===== src/rtl/flashcache_pkg.sv =====
package flashcache_pkg;

    localparam int REG_ADDR_W = 3;
    localparam int REG_DATA_W = 32;

    typedef enum logic [REG_ADDR_W-1:0] {
        SEL_CTRL     = 3'd0,
        SEL_FLUSH    = 3'd1,
        SEL_STATUS   = 3'd2,
        SEL_HITS     = 3'd3,
        SEL_ACCESSES = 3'd4
    } reg_sel_e;

    typedef struct packed {
        logic pwr_down;
        logic wr_fault;
        logic enable;
    } ctrl_bits_t;

    localparam ctrl_bits_t CTRL_RESET = '{pwr_down: 1'b0, wr_fault: 1'b1, enable: 1'b1};

    typedef struct packed {
        logic     rd;
        logic     wr;
        reg_sel_e sel;
    } reg_cmd_t;

    // Power-down dominates: enable can only land when power-down is clear.
    function automatic ctrl_bits_t ctrl_apply(input ctrl_bits_t w);
        ctrl_bits_t r;
        r.pwr_down = w.pwr_down;
        r.wr_fault = w.wr_fault;
        r.enable   = w.enable & ~w.pwr_down;
        return r;
    endfunction

endpackage


===== src/rtl/fc_ctrl_bits.sv =====
module fc_ctrl_bits
    import flashcache_pkg::*;
(
    input  logic       clk,
    input  logic       rst,
    input  logic       wr_en,
    input  ctrl_bits_t wr_val,
    output ctrl_bits_t q
);
    always_ff @(posedge clk) begin
        if (rst) begin
            q <= CTRL_RESET;
        end else if (wr_en) begin
            q <= ctrl_apply(wr_val);
        end
    end
endmodule


===== src/rtl/fc_flush_seq.sv =====
module fc_flush_seq #(
    parameter int LINES = 64
) (
    input  logic                      clk,
    input  logic                      rst,
    input  logic                      start,
    output logic                      busy,
    output logic [$clog2(LINES)-1:0]  line
);
    localparam int LINE_W = $clog2(LINES);
    localparam logic [LINE_W-1:0] LAST_LINE = LINE_W'(LINES - 1);

    always_ff @(posedge clk) begin
        if (rst) begin
            busy <= 1'b1;
            line <= '0;
        end else if (start) begin
            busy <= 1'b1;
            line <= '0;
        end else if (busy) begin
            if (line == LAST_LINE) begin
                busy <= 1'b0;
            end else begin
                line <= line + 1'b1;
            end
        end
    end
endmodule


===== src/rtl/fc_sat_counter.sv =====
module fc_sat_counter #(
    parameter int W = 32
) (
    input  logic         clk,
    input  logic         rst,
    input  logic         inc,
    input  logic         clr,
    output logic [W-1:0] count
);
    localparam logic [W-1:0] TOP = '1;

    always_ff @(posedge clk) begin
        if (rst || clr) begin
            count <= '0;
        end else if (inc && count != TOP) begin
            count <= count + 1'b1;
        end
    end
endmodule


===== src/rtl/flashcache_ctrl.sv =====
module flashcache_ctrl
    import flashcache_pkg::*;
#(
    parameter int LINES = 64,
    parameter int CNT_W = 32
) (
    input  logic                     clk,
    input  logic                     rst,
    input  logic                     reg_req,
    input  logic                     reg_we,
    input  logic [2:0]               reg_addr,
    input  logic [31:0]              reg_wdata,
    output logic [31:0]              reg_rdata,
    output logic                     reg_ready,
    input  logic                     stat_hit,
    input  logic                     stat_access,
    input  logic                     sram_req,
    output logic                     sram_err,
    input  logic                     alias_wr,
    output logic                     alias_wr_err,
    output logic                     alias_wr_drop,
    output logic                     cache_enabled,
    output logic                     cache_pwr_down,
    output logic                     tag_clr_valid,
    output logic [$clog2(LINES)-1:0] tag_clr_idx
);
    localparam int LINE_W = $clog2(LINES);
    localparam int N_CNT  = 2;

    reg_cmd_t   cmd;
    ctrl_bits_t ctrl_q;
    logic       flush_busy;
    logic       flush_start;
    logic       stall;

    logic [N_CNT-1:0] cnt_inc;
    logic [N_CNT-1:0] cnt_clr;
    logic [CNT_W-1:0] cnt_val [N_CNT];
    logic [CNT_W-1:0] hit_q;
    logic [CNT_W-1:0] acc_q;
    logic [LINE_W-1:0] walk_line;
    logic             unused_wdata_hi;

    assign unused_wdata_hi = ^reg_wdata[31:3];

    // Access decode: a read of the flush word waits out a running walk.
    assign stall     = reg_req && !reg_we && (reg_sel_e'(reg_addr) == SEL_FLUSH) && flush_busy;
    assign reg_ready = !stall;
    assign cmd.sel   = reg_sel_e'(reg_addr);
    assign cmd.wr    = reg_req && reg_we;
    assign cmd.rd    = reg_req && !reg_we && reg_ready;

    fc_ctrl_bits u_ctrl (
        .clk    (clk),
        .rst    (rst),
        .wr_en  (cmd.wr && cmd.sel == SEL_CTRL),
        .wr_val (ctrl_bits_t'(reg_wdata[2:0])),
        .q      (ctrl_q)
    );

    assign flush_start = cmd.wr && (cmd.sel == SEL_FLUSH) && reg_wdata[0];

    fc_flush_seq #(.LINES(LINES)) u_flush (
        .clk   (clk),
        .rst   (rst),
        .start (flush_start),
        .busy  (flush_busy),
        .line  (walk_line)
    );

    assign tag_clr_valid = flush_busy;
    assign tag_clr_idx   = walk_line;

    // Statistics counters: index 0 hits, index 1 accesses.
    assign cnt_inc[0] = stat_hit;
    assign cnt_inc[1] = stat_access;
    assign cnt_clr[0] = cmd.wr && (cmd.sel == SEL_HITS);
    assign cnt_clr[1] = cmd.wr && (cmd.sel == SEL_ACCESSES);

    for (genvar g = 0; g < N_CNT; g++) begin : g_cnt
        fc_sat_counter #(.W(CNT_W)) u_cnt (
            .clk   (clk),
            .rst   (rst),
            .inc   (cnt_inc[g]),
            .clr   (cnt_clr[g]),
            .count (cnt_val[g])
        );
    end

    assign hit_q = cnt_val[0];
    assign acc_q = cnt_val[1];

    // Response policy toward the cache datapath.
    assign cache_enabled  = ctrl_q.enable && !ctrl_q.pwr_down;
    assign cache_pwr_down = ctrl_q.pwr_down;
    assign sram_err       = sram_req && (ctrl_q.enable || ctrl_q.pwr_down);
    assign alias_wr_err   = alias_wr && ctrl_q.wr_fault;
    assign alias_wr_drop  = alias_wr && !ctrl_q.wr_fault;

    always_comb begin
        reg_rdata = '0;
        if (cmd.rd) begin
            unique case (cmd.sel)
                SEL_CTRL:     reg_rdata[2:0] = ctrl_q;
                SEL_FLUSH:    reg_rdata = '0;
                SEL_STATUS:   reg_rdata[0] = !flush_busy;
                SEL_HITS:     reg_rdata[CNT_W-1:0] = hit_q;
                SEL_ACCESSES: reg_rdata[CNT_W-1:0] = acc_q;
                default:      reg_rdata = '0;
            endcase
        end
    end
endmodule


===== config.mk =====
export PLATFORM = sky130hd
export DESIGN_NAME = flashcache_ctrl
export DESIGN_NICKNAME = d
export VERILOG_FILES = /design/src/rtl/flashcache_pkg.sv /design/src/rtl/fc_ctrl_bits.sv /design/src/rtl/fc_flush_seq.sv /design/src/rtl/fc_sat_counter.sv /design/src/rtl/flashcache_ctrl.sv
export SDC_FILE = /design/constraint.sdc
export NUM_CORES = 1
export LEC_CHECK = 0
export CORE_ASPECT_RATIO = 0.9
export CORE_MARGIN = 4
export CORE_UTILIZATION = 50
export CTS_BUF_LIST = sky130_fd_sc_hd__clkbuf_8
export DETAILED_ROUTE_END_ITERATION = 10
export PLACE_DENSITY = 0.81
export SLEW_MARGIN = 15
export SYNTH_ARGS = -nofsm -noshare
export SYNTH_HDL_FRONTEND = slang
export SYNTH_SLANG_ARGS = --single-unit

===== constraint.sdc =====
create_clock -name clk -period 4.4 [get_ports clk]
set_input_delay 1.1 -clock clk [delete_from_list [all_inputs] [get_ports clk]]
set_output_delay 1.1 -clock clk [all_outputs]
set_load 0.1 [all_outputs]

==> out/results.txt <==
Status = complete, no violations
Share of cells above drive strength 1 = 0.185
Ys flop type = dfxtp_1
Core Box Area = 8150 um^2
Synth Cell Area = 4220 um^2
EDFF count, synth = 0
Fin util = 0.666
Port buffer count = 58
FP Rows = 31
Setup Buffers After CTS = 0
Vias in the first global route = 4,085
Leak Pwr = 1.66 nW
Pin count of the biggest net entering global routing = 40
All-Layer GR Usage = 0.249
Max-cap violations = 0
Syn_area_per_cell = 7.94 um^2
WL met3 = 655 um
Die ar. = 9970 um^2
Most frequent cells in the layout = dfxtp_1 (74), a21oi_1 (46), nor2_1 (37)
Crit path max fanout = 31
Netlist cell types = 58
Die Height = 95.1 um
First-pass GRT wire length = 20.1 mm
Slew Limit Fails = 0
CTS clk-pin slew, worst paths = 0.08 ns
Crit end category = output port
Largest delay contributor family on the critical path = buffers and inverters
Sequential fraction of the synthesis area = 0.351
Worst skew pair latency = 0.36 ns
DPL Wire Length = 9.06 mm
Initial DRC Count = 354
Hold Fails Final Rpt = 0
Nets = 624
Worst Hold Class = flip-flop to flip-flop
Arr. time, crit path = 2.86 ns
Chip Width = 105 um
Clock skew = 0.0118 ns
Fillers = 662
Worst Max-Slew Pin Slew = 0.979 ns
Syn nets = 577
Setup TNS = 0 ns
N_diodes = 0
Seq cells post-synth = 74
Warnings, synthesis = 0
VDD IR max = 160 uV
Critical path start-end classification = primary input to output port
Crit start category = primary input
WHS = 0.518 ns
Vias per cell = 6.51
Post-route minimum period = 3.96 ns
Met2 Wirelength = 5.97 mm
Drt wl/cell = 17.9 um
H-tree depth = 3
Slowest stage delay, CP = 0.65 ns
Max Fclk = 253 MHz
Setup Viol. Count Final = 0
P&R area growth vs syn = 28.6%
DR pass1 iterations = 5
Tcrit/Tclk final = 0.899
Drc violations = 0
DR top layer = met4
Initial core utilization = 0.518
Post-CTS Hold Buffers = 0
CTS root buffer = clkbuf_8
Slew headroom = 0.345
RSZ-0062 raised after global routing = no
Vias = 4,440
Commonest non-fill, non-tap cell in the layout = dfxtp_1
Initial antenna violation count = 0
Global route total overflow = 0
CP Buf/Inv Count = 3
Req. time, crit path = 3.30 ns
Pwr Total = 1.28 mW
Syn Inst Count = 531
Critical Path, Cell by Cell = clkdlybuf4s50_1 -> nor3b_2 -> buf_4 -> a22oi_1 -> nor2_2 -> buf_12
Clk buf depth = 2
PD cells = 236 nW/um^2
I/O pins = 88
Metal-1 WL = 5.32 mm
CTS tree = built
Routed Antenna Nets = 0
Post-CTS sizing = 0
Clock sink total = 74
Synth async-reset ratio = 0
Final wirelength = 12.2 mm
CP max stage cell = clkdlybuf4s50_1
Gpl congestion = 0.903
CTS Buf Count = 9
==> power breakdown <==
| group | total [mW] | switching, mW | internal, mW |
|---|---|---|---|
| logic | 0.129 | 0.0889 | 0.0399 |
| registers | 0.685 | 0.00877 | 0.676 |
| clock network | 0.466 | 0.264 | 0.202 |
| total | 1.28 | 0.362 | 0.918 |
==> path summary, 6_finish.rpt <==
| kind | slack, ns | depth (start not counted) | end | start |
|---|---|---|---|---|
| worst min-delay path | 0.52 | 2 | g_cnt[0].u_cnt.count[29] | g_cnt[0].u_cnt.count[29] |
| worst min register to register | 0.52 | 2 | g_cnt[0].u_cnt.count[29] | g_cnt[0].u_cnt.count[29] |
| worst max-delay path | 0.44 | 6 | reg_rdata[19] | reg_addr[2] |
| worst max register to register | 1.93 | 6 | g_cnt[0].u_cnt.count[23] | g_cnt[0].u_cnt.count[26] |
==> state kept, by name, indices dropped and copies added, names as in the netlist <==
| name | count |
|---|---|
| u_flush.line | 6 |
| g_cnt.u_cnt.count | 64 |
| u_flush.busy | 1 |
| u_ctrl.q | 3 |
==> metal layers <==
layer | track usage | up-vias
met4 | 0.0940 | 0
met3 | 0.0481 | 25
met1 | 0.323 | 2144
met5 | 0 | -
met2 | 0.416 | 144
li1 | - | 2127
==> worst min-delay path, delay by kind of cell, from the launching register on <==
kind	cells	cell delay, ns
flops	1	0.33
compound gates	2	0.13
==> logic make-up after synthesis <==
logic type      share of synthesized area
simple gates                        0.310
buf+inv                            0.0410
xor+xnor                           0.0312
fa+ha+maj                         0.00891
mux                                0.0199
compound gates                      0.237
flops                               0.351
==> cells in the mapped netlist (2+ instances only) <==
cell / instances / share of area
nor2_1: 67 / 0.060
or3_1: 23 / 0.034
nor4_1: 6 / 0.0089
a31o_2: 3 / 0.0062
o21a_1: 2 / 0.0036
nand2_1: 30 / 0.027
o31a_1: 2 / 0.0042
nand3_1: 24 / 0.028
o311ai_0: 2 / 0.0042
mux2i_1: 5 / 0.012
nor3_1: 5 / 0.0059
o41ai_1: 2 / 0.0042
o211ai_1: 7 / 0.012
nor2b_1: 5 / 0.0074
and3_1: 10 / 0.015
buf_1: 4 / 0.0036
mux2_2: 3 / 0.0080
nand4_1: 22 / 0.033
a31oi_1: 5 / 0.0074
clkbuf_2: 2 / 0.0024
o31ai_1: 20 / 0.036
and4_2: 2 / 0.0047
or2_2: 4 / 0.0059
dfxtp_1: 74 / 0.35
o21ai_0: 22 / 0.026
inv_1: 11 / 0.0098
and4_1: 5 / 0.010
ha_1: 3 / 0.0089
xor2_1: 9 / 0.019
nor3b_1: 2 / 0.0036
buf_6: 3 / 0.0080
clkbuf_1: 18 / 0.016
a22oi_1: 32 / 0.057
a21oi_1: 46 / 0.055
or4_1: 22 / 0.039
xnor2_1: 6 / 0.012
and2_1: 2 / 0.0030
==> through the flow <==
step	setup WS, ns	std cells	cell area (um^2)
floorplan	0.0742	531	4290
global placement	0.498	665	5240
detailed placement	0.464	665	5240
CTS	0.462	681	5410
global route	0.335	682	5420
finish	0.445	682	5420
==> cell type report <==
class	count	area, um^2	area share
repair buffers	64	956	0.176
flip-flops and latches	74	1480	0.273
well taps	99	124	0.0228
inverters	11	41.3	0.00761
clock buffers	9	124	0.0228
clock inverters	7	46.3	0.00854
multi-input cells	418	2650	0.489
Note: power is estimated with default switching activity, not from simulation.
